File: src/rtl/eep_prot_pkg.sv
package eep_prot_pkg;

  typedef enum logic [1:0] {
    RANGE_NONE = 2'b00,
    RANGE_QTR  = 2'b01,
    RANGE_HALF = 2'b10,
    RANGE_ALL  = 2'b11
  } range_sel_e;

  typedef enum logic [2:0] {
    CMD_IDLE,
    CMD_MEM,
    CMD_STAT,
    CMD_SET,
    CMD_CLR
  } cmd_e;

  function automatic logic [7:0] pack_status(logic lock_en, range_sel_e rsel,
                                             logic wel, logic busy);
    return {lock_en, 3'b000, rsel, wel, busy};
  endfunction

endpackage

File: src/rtl/eep_range_guard.sv
module eep_range_guard
  import eep_prot_pkg::*;
#(
  parameter int unsigned AW = 12
) (
  input  range_sel_e       rsel_i,
  input  logic [AW-1:0]    addr_i,
  output logic             locked_o
);
  localparam int unsigned TOP = AW - 1;

  // read-only region: upper quarter, upper half or everything
  always_comb begin
    unique case (rsel_i)
      RANGE_NONE: locked_o = 1'b0;
      RANGE_QTR:  locked_o = addr_i[TOP] & addr_i[TOP-1];
      RANGE_HALF: locked_o = addr_i[TOP];
      default:    locked_o = 1'b1;
    endcase
  end
endmodule

File: src/rtl/eep_wc_timer.sv
module eep_wc_timer #(
  parameter int unsigned TWC = 8
) (
  input  logic clk_i,
  input  logic rst_ni,
  input  logic start_i,
  output logic busy_o,
  output logic done_o
);
  localparam int unsigned CW = (TWC > 1) ? $clog2(TWC) : 1;
  localparam logic [CW-1:0] CNT_LOAD = CW'(TWC - 1);

  logic [CW-1:0] cnt_q;
  logic          busy_q;

  assign done_o = busy_q && (cnt_q == '0);
  assign busy_o = busy_q;

  always_ff @(posedge clk_i or negedge rst_ni) begin
    if (!rst_ni) begin
      busy_q <= 1'b0;
      cnt_q  <= '0;
    end else if (busy_q) begin
      if (cnt_q == '0) busy_q <= 1'b0;
      else             cnt_q  <= cnt_q - 1'b1;
    end else if (start_i) begin
      busy_q <= 1'b1;
      cnt_q  <= CNT_LOAD;
    end
  end

  a_r8_start_sets_busy: assert property (@(posedge clk_i) disable iff (!rst_ni)
    start_i |=> busy_o);
  a_r9_no_start_when_busy: assert property (@(posedge clk_i) disable iff (!rst_ni)
    busy_o |-> !start_i);
endmodule

File: src/rtl/eep_ctrl_regs.sv
module eep_ctrl_regs
  import eep_prot_pkg::*;
#(
  parameter logic       LOCK_EN_RST = 1'b0,
  parameter range_sel_e RANGE_RST   = RANGE_NONE
) (
  input  logic       clk_i,
  input  logic       rst_ni,
  input  logic       wel_set_i,
  input  logic       wel_clr_i,
  input  logic       sr_load_i,
  input  logic       sr_lock_en_i,
  input  range_sel_e sr_rsel_i,
  output logic       wel_o,
  output logic       lock_en_o,
  output range_sel_e rsel_o
);
  logic       wel_q;
  logic       lock_en_q;
  range_sel_e rsel_q;

  always_ff @(posedge clk_i or negedge rst_ni) begin
    if (!rst_ni)        wel_q <= 1'b0;
    else if (wel_clr_i) wel_q <= 1'b0;
    else if (wel_set_i) wel_q <= 1'b1;
  end

  always_ff @(posedge clk_i or negedge rst_ni) begin
    if (!rst_ni) begin
      lock_en_q <= LOCK_EN_RST;
      rsel_q    <= RANGE_RST;
    end else if (sr_load_i) begin
      lock_en_q <= sr_lock_en_i;
      rsel_q    <= sr_rsel_i;
    end
  end

  assign wel_o     = wel_q;
  assign lock_en_o = lock_en_q;
  assign rsel_o    = rsel_q;

  a_r7_sr_hold: assert property (@(posedge clk_i) disable iff (!rst_ni)
    !sr_load_i |=> $stable({lock_en_q, rsel_q}));
  a_r3_wel_set: assert property (@(posedge clk_i) disable iff (!rst_ni)
    (wel_set_i && !wel_clr_i) |=> wel_q);
endmodule

File: src/rtl/eep_status_guard.sv
module eep_status_guard
  import eep_prot_pkg::*;
#(
  parameter int unsigned AW          = 12,
  parameter int unsigned TWC         = 8,
  parameter logic        LOCK_EN_RST = 1'b0,
  parameter logic [1:0]  RANGE_RST   = 2'b00
) (
  input  logic          clk_i,
  input  logic          rst_ni,
  input  logic          wel_set_i,
  input  logic          wel_clr_i,
  input  logic          stat_wr_i,
  input  logic [7:0]    stat_data_i,
  input  logic          stat_rd_i,
  input  logic          mem_wr_i,
  input  logic [AW-1:0] mem_addr_i,
  input  logic          wp_pin_i,
  output logic [7:0]    status_o,
  output logic          mem_grant_o,
  output logic          mem_deny_o,
  output logic          stat_grant_o,
  output logic          stat_deny_o,
  output logic          busy_o
);
  cmd_e       cmd;
  logic       wel, lock_en, busy, done, addr_locked, hw_lock, start;
  range_sel_e rsel;
  logic       unused_data;

  assign unused_data = ^{stat_data_i[6:4], stat_data_i[1:0]};

  // one command per cycle, fixed priority
  always_comb begin
    if      (mem_wr_i)  cmd = CMD_MEM;
    else if (stat_wr_i) cmd = CMD_STAT;
    else if (wel_set_i) cmd = CMD_SET;
    else if (wel_clr_i) cmd = CMD_CLR;
    else                cmd = CMD_IDLE;
  end

  eep_range_guard #(.AW(AW)) u_range (
    .rsel_i  (rsel),
    .addr_i  (mem_addr_i),
    .locked_o(addr_locked)
  );

  assign hw_lock      = !wp_pin_i && lock_en;
  assign mem_grant_o  = (cmd == CMD_MEM)  && !busy && wel && !addr_locked;
  assign mem_deny_o   = (cmd == CMD_MEM)  && !mem_grant_o;
  assign stat_grant_o = (cmd == CMD_STAT) && !busy && wel && !hw_lock;
  assign stat_deny_o  = (cmd == CMD_STAT) && !stat_grant_o;
  assign start        = mem_grant_o || stat_grant_o;

  eep_wc_timer #(.TWC(TWC)) u_timer (
    .clk_i  (clk_i),
    .rst_ni (rst_ni),
    .start_i(start),
    .busy_o (busy),
    .done_o (done)
  );

  eep_ctrl_regs #(
    .LOCK_EN_RST(LOCK_EN_RST),
    .RANGE_RST  (range_sel_e'(RANGE_RST))
  ) u_regs (
    .clk_i       (clk_i),
    .rst_ni      (rst_ni),
    .wel_set_i   ((cmd == CMD_SET) && !busy),
    .wel_clr_i   (done || ((cmd == CMD_CLR) && !busy)),
    .sr_load_i   (stat_grant_o),
    .sr_lock_en_i(stat_data_i[7]),
    .sr_rsel_i   (range_sel_e'(stat_data_i[3:2])),
    .wel_o       (wel),
    .lock_en_o   (lock_en),
    .rsel_o      (rsel)
  );

  assign status_o = stat_rd_i ? pack_status(lock_en, rsel, wel, busy) : 8'h00;
  assign busy_o   = busy;

  a_r4_no_wel_no_grant: assert property (@(posedge clk_i) disable iff (!rst_ni)
    !status_o[1] && stat_rd_i |-> !(mem_grant_o || stat_grant_o));
  a_r5_all_locked: assert property (@(posedge clk_i) disable iff (!rst_ni)
    (rsel == RANGE_ALL) |-> !mem_grant_o);
  a_r6_lock_blocks_sr: assert property (@(posedge clk_i) disable iff (!rst_ni)
    (!wp_pin_i && lock_en) |-> !stat_grant_o);
  a_r8_end_clears_wel: assert property (@(posedge clk_i) disable iff (!rst_ni)
    $fell(busy_o) |-> !wel);
  a_r9_busy_no_grant: assert property (@(posedge clk_i) disable iff (!rst_ni)
    busy_o |-> !(mem_grant_o || stat_grant_o));
  a_r10_deny_no_cycle: assert property (@(posedge clk_i) disable iff (!rst_ni)
    ((mem_deny_o || stat_deny_o) && !busy_o) |=> (!busy_o && $stable(wel)));
  a_r11_one_answer: assert property (@(posedge clk_i) disable iff (!rst_ni)
    $onehot0({mem_grant_o, mem_deny_o, stat_grant_o, stat_deny_o}));
  a_r12_mem_first: assert property (@(posedge clk_i) disable iff (!rst_ni)
    mem_wr_i |-> !(stat_grant_o || stat_deny_o));
endmodule

File: config.mk
export PLATFORM = sky130hd
export DESIGN_NAME = eep_status_guard
export DESIGN_NICKNAME = d
export VERILOG_FILES = /design/src/rtl/eep_prot_pkg.sv /design/src/rtl/eep_range_guard.sv /design/src/rtl/eep_wc_timer.sv /design/src/rtl/eep_ctrl_regs.sv /design/src/rtl/eep_status_guard.sv
export SDC_FILE = /design/constraint.sdc
export NUM_CORES = 1
export LEC_CHECK = 0
export ABC_AREA = 1
export BUFFER_PORTS_ARGS = -buffer_cell sky130_fd_sc_hd__buf_2
export CAP_MARGIN = 20
export CORE_AREA = 2 2 39 41
export CTS_BUF_LIST = sky130_fd_sc_hd__clkbuf_2 sky130_fd_sc_hd__clkbuf_4 sky130_fd_sc_hd__clkbuf_8
export DETAILED_ROUTE_END_ITERATION = 7
export DIE_AREA = 0 0 41 43
export GPL_TIMING_DRIVEN = 0
export PLACE_DENSITY = 0.88
export SETUP_SLACK_MARGIN = 0.4
export SYNTH_ARGS = -nofsm -noshare
export SYNTH_HDL_FRONTEND = slang
export SYNTH_SLANG_ARGS = --single-unit
File: constraint.sdc
create_clock -name clk_i -period 2.1 [get_ports clk_i]
set_clock_uncertainty 0.2 [all_clocks]
set_input_delay 0.21 -clock clk_i [delete_from_list [all_inputs] [get_ports clk_i]]
set_output_delay 0.21 -clock clk_i [all_outputs]
set_load 0.01 [all_outputs]
# Word level (Yosys, flattened, before mapping)
# Cells that the tools add are included.
totals:
  in_bits: 28
  regBits: 8
  wordCells: 53
  output_inout_bits: 13
classes:
  bitwise_logic: 1
  reduce_logical: 25
  muxes: 14
  addsub: 1
  eq_ne: 7
ops:
  columns: ["cell", "count"]
  rows:
  - ["2-to-1 mux 3 bit", 7]
  - ["logical AND 1 bit", 12]
  - ["2-to-1 mux 8 bit", 1]
  - ["equality test 3 x 2 -> 1 bit (second input constant)", 2]
  - ["logical NOT 1 bit", 6]
  - ["2-to-1 mux 1 bit", 5]
  - ["nonzero test 2 bit", 2]
  - ["equality test 3 x 1 -> 1 bit (second input constant)", 1]
  - ["equality test 3 bit (second input constant)", 1]
  - ["logical NOT 3 bit", 1]
  - ["case mux 1 bit (3 select lines)", 1]
  - ["subtractor 3 x 1 -> 3 bit (second input constant)", 1]
  - ["equality test 2 x 1 -> 1 bit (second input constant)", 1]
  - ["equality test 2 bit (second input constant)", 1]
  - ["logical NOT 2 bit", 1]
  - ["logical OR 1 bit", 2]
  - ["!= test 2 bit (second input constant)", 1]
  - ["AND reduction 2 bit", 1]
  - ["AND 1 bit", 1]

# Depth between registers and ports, before layout
logic_depth:
  depth_word: 11
  depth_mapped: 7

# Modules after synthesis
# A second synthesis with hierarchy kept.
unflattened:
  hier_cells: 88
  area_unflattened_um2: 561.8
by_module_without_submodules:
  columns: ["mod", "area_each_um2", "instances", "cells_per_inst", "seq_area_each_um2"]
  rows:
  - ["eep_wc_timer", 236.5, 1, 33, 100.1]
  - ["eep_status_guard", 166.4, 1, 36, 0.0]
  - ["eep_ctrl_regs", 145.1, 1, 16, 100.1]
  - ["eep_range_guard", 13.8, 1, 3, 0.0]

# Least setup slack after synthesis
# OpenSTA, ideal clock, no wires.
synth_path:
  path_kind: "register to output"
  from: "register u_timer.busy_q (netlist: u_timer.busy_o)"
  to: "output port mem_deny_o"
  stages_incl_launch_ff: 7
  path_buffers: 0
  required_ns: 1.690
  t_arrival_ns: 1.013
  slack_ns: 0.677
  path_cell_list: "dfrtp_1 -> inv_2 -> nand2_2 -> nor2_1 -> nand2_2 -> inv_1 -> nor2_1"
synth_between:
  elab_chain_len: 6
synth_lines:
  columns: ["item", "line", "source"]
  rows:
  - ["from (decl)", "eep_wc_timer.sv:14", "logic busy_q;"]
  - ["from (signal assigned)", "eep_wc_timer.sv:21", "busy_q <= 1'b0;"]
  - ["from (signal assigned)", "eep_wc_timer.sv:24", "if (cnt_q == '0) busy_q <= 1'b0;"]
  - ["from (signal assigned)", "eep_wc_timer.sv:27", "busy_q <= 1'b1;"]
  - ["logical NOT 1 bit", "eep_status_guard.sv:49", "assign mem_grant_o = (cmd == CMD_MEM) && !busy && wel && !addr_locked;"]
  - ["logical AND 1 bit (3 in series)", "eep_status_guard.sv:49", null]
  - ["named net mem_grant_o", "eep_status_guard.sv:20", "output logic mem_grant_o,"]
  - ["logical NOT 1 bit", "eep_status_guard.sv:50", "assign mem_deny_o = (cmd == CMD_MEM) && !mem_grant_o;"]
  - ["logical AND 1 bit", "eep_status_guard.sv:50", null]
  - ["to (decl)", "eep_status_guard.sv:21", "output logic mem_deny_o,"]
# The timed path passes the listed nets, and every way through them passes these cells.

# Worst setup path after layout
layout_path:
  from: "register u_timer.busy_q (netlist: u_timer.busy_o)"
  to: "output port stat_grant_o"
layout_between:
  elab_chain_len: 4
layout_lines:
  columns: ["item", "line", "source"]
  rows:
  - ["logical NOT 1 bit", "eep_status_guard.sv:51", "assign stat_grant_o = (cmd == CMD_STAT) && !busy && wel && !hw_lock;"]
  - ["logical AND 1 bit (3 in series)", "eep_status_guard.sv:51", null]
  - ["to (decl)", "eep_status_guard.sv:22", "output logic stat_grant_o,"]
# No other way between the ends.

==> metrics.txt <==
share of synthesized registers carrying an async set or reset=100%; CP startpoint kind=flop; synthesis-stage register bit count=8; top post-synthesis cells by count=sky130_fd_sc_hd__nand2_1, sky130_fd_sc_hd__inv_1, sky130_fd_sc_hd__dfrtp_1; delay contributed by the slowest stage of the critical path=410 ps; shortest period the worst path allows=1640 ps; clock net sink count=8; worst-case hold slack=between 80 and 90 ps; cell depth of the worst hold path=4; Final Slew Violations=0; Post-Synthesis Cells=slightly below 80; CORE AREA=0.00138 sq mm; critical-path maximum fanout=5; start-to-end type of the worst setup path=flop to output pin; number of enable flip-flop cells after synthesis=0; cells traversed along the worst timing path=inv_2 > nand2_2 > nor2_4 > nand3_4 > clkinv_4 > buf_2; root buf cell=sky130_fd_sc_hd__clkbuf_4; final routed DRC violation total=0; RR Startpoint=u_timer.busy_o$_DFF_PN0_; Max Cap Violations=0; number of nets with antenna violations after routing=0; routed length per instance=about 12 um; arrival time of data at the critical path endpoint=1230 ps; most frequently used flop master after synthesis=sky130_fd_sc_hd__dfrtp_1; buffer depth of the longest clock path=2; cell area after layout=just under 800 sq um; maximum operating frequency=608 MHz; detailed-route vias per instance=4.60; setup repair after global routing missed its margin=false; Max H-tree Level=1; distinct cell type count after synthesis=21; Die Footprint=approximately 0.0018 sq mm; CTS tree=yes; via count of the first global-routing pass=535; final standard cell count with taps included and fillers excluded=129; Hold Crit Start=wel_clr_i; initial core utilization=39.9%; Tightest Hold Check Type=input pin to flop; antenna fix cells=0; RD Place Congestion=about 0.7; pwr/cell area=between 1000 and 1500 mW/mm^2; netlist area before placement=552 sq um; half-perimeter wire length after detailed placement=1030 um; antenna violations before repair=0; clk slew on worst S/H paths=60 ps; smallest setup slack after layout=456 ps; wire length of the first global-routing pass=2000 um; share of the synthesized area in the top cell type=a little over a third; x dimension of the die=41 um; ratio of cells with drive above 1 in the final layout=between 30% and 40%; post-route clock period utilization=78.3%; cell accounting for the most synthesized area=sky130_fd_sc_hd__dfrtp_1; # IOs=41; power after layout=approximately 920 uW; Starting DRT DRC Count=11; leakage power=0.493 nW; aggregate global routing overflow=0; worst setup path start=u_timer.busy_o$_DFF_PN0_; Setup-failing EPs final=0; peak ir drop on the vdd network=0.610 mV; total routing resource utilization after global routing=16.8%; setup slack, reg-to-reg=670 ps; layout-stage area growth over the synthesis result=43.8%; final-layout setup total negative slack=0 ps; top area cells in the synthesized netlist=sky130_fd_sc_hd__dfrtp_1, sky130_fd_sc_hd__nand2_1, sky130_fd_sc_hd__inv_1, sky130_fd_sc_hd__ha_1, sky130_fd_sc_hd__buf_4; critical path's slowest cell=sky130_fd_sc_hd__dfrtp_2; routed wire length=1500 um; element type at the critical path end=output pin; largest net degree at the start of global routing=9; Util after Layout=between 50 and 60%; Hold Fails Final Rpt=0; sequential fraction of the synthesis area=36.3%; total number of vias=593; PortBufs=22; result of the run=finished clean; FP Rows=14; WP data required=1690 ps; Vert. Die Dim=43 um; cell area after placement=689 sq um; leading cell type by number of instances after synthesis=sky130_fd_sc_hd__nand2_1; Worst R2R Path Depth=6; minimum setup slack after placement=589 ps; Worst-Skew Late Latency=250 ps; syn avg cell area=7.17 sq um; number of buffers added by the clock tree synthesis step=3; Yosys warning count=0; number of detailed-routing iterations run before antenna repair=4; Placed Cells incl. Taps=about 120; fin nets=145
[final timing paths]
| kind | to |
|---|---|
| min reg2reg | u_timer.cnt_q[0]$_DFFE_PN0P_ |
| max in group asynchronous | u_timer.busy_o$_DFF_PN0_ |
| min | u_regs.wel_o$_DFFE_PN0P_ |
| max | stat_grant_o |
| min in group asynchronous | u_regs.rsel_o[1]$_DFFE_PN0P_ |
| max reg2reg | u_timer.cnt_q[1]$_DFFE_PN0P_ |
[critical path: cells and delay by family, from the launching register on]
| family | cells | cell delay (ps) |
|---|---|---|
| buf+inv | 3 | 280 |
| flops | 1 | 410 |
| simple gates | 3 | 310 |
[where the power goes]
part / internal [mW] / leakage, nW / switching, mW
Clock: 0.0651 / 0.0138 / 0.0470
Sequential: 0.238 / 0.0947 / 0.0547
Combinational: 0.209 / 0.384 / 0.303
Total: 0.511 / 0.493 / 0.405
[layout by cell type, fill, tap and decap left out]
master	count
sky130_fd_sc_hd__nand3_1	2
sky130_fd_sc_hd__nor2_2	1
sky130_fd_sc_hd__o21ai_0	1
sky130_fd_sc_hd__ha_1	2
sky130_fd_sc_hd__inv_2	2
sky130_fd_sc_hd__nor2_4	1
sky130_fd_sc_hd__nor3_1	1
sky130_fd_sc_hd__a21oi_1	1
sky130_fd_sc_hd__a2bb2oi_1	1
sky130_fd_sc_hd__dfrtp_1	7
sky130_fd_sc_hd__dlygate4sd3_1	4
sky130_fd_sc_hd__clkinv_4	1
sky130_fd_sc_hd__o21ai_1	2
sky130_fd_sc_hd__clkbuf_4	3
sky130_fd_sc_hd__nor2_1	5
sky130_fd_sc_hd__buf_2	22
sky130_fd_sc_hd__nand3_2	1
sky130_fd_sc_hd__buf_4	8
sky130_fd_sc_hd__inv_1	13
sky130_fd_sc_hd__nand3_4	1
sky130_fd_sc_hd__o21ai_2	1
sky130_fd_sc_hd__conb_1	3
sky130_fd_sc_hd__nand4_1	3
sky130_fd_sc_hd__nand2_2	2
sky130_fd_sc_hd__nand2_1	24
sky130_fd_sc_hd__dfrtp_2	1
[kinds of logic after synthesis]
group	count (synthesis)	synth area share, %
buffers and inverters	19	15.9
other	1	0.680
adder cells (fa/ha/maj)	2	4.53
flip-flops	8	36.3
AND/OR/NAND/NOR	41	35.8
AO/OA/AOI/OAI	6	6.80
[final cells by class]
class | count | area, sq um
timing repair buffer | 31 | 188
fill | 128 | 591
inverter | 16 | 65.1
buffer | 3 | 22.5
clock buffer | 3 | 22.5
multi-input combinational | 52 | 274
tap | 16 | 20.0
sequential | 8 | 201
[state kept, by name, indices dropped and copies added, names as in the netlist]
| signal | count |
|---|---|
| u_regs.wel_o | 1 |
| u_regs.rsel_o | 2 |
| u_timer.busy_o | 1 |
| u_regs.lock_en_o | 1 |
| u_timer.cnt_q | 3 |
[metal layers]
| layer | vias to the layer above | track usage [%] | part of all wire (%) |
|---|---|---|---|
| met2 | 22 | 30.9 | 57 |
| met1 | 266 | 16.2 | 36 |
| met4 | 0 | 10.0 | 2.5 |
| met5 | - | 0 | 0 |
| met3 | 4 | 1.57 | 4.5 |
| li1 | 301 | - | - |
[what timing repair did]
action	4_1_cts	5_1_grt
hold endpoints to repair	11	0
resized for setup	1	2
endpoints found under the setup margin	3	3
hold buffers	4	0
gates cloned	0	0
pin swaps	0	2
setup buffers	1	4
Note: power is estimated with default switching activity, not from simulation.
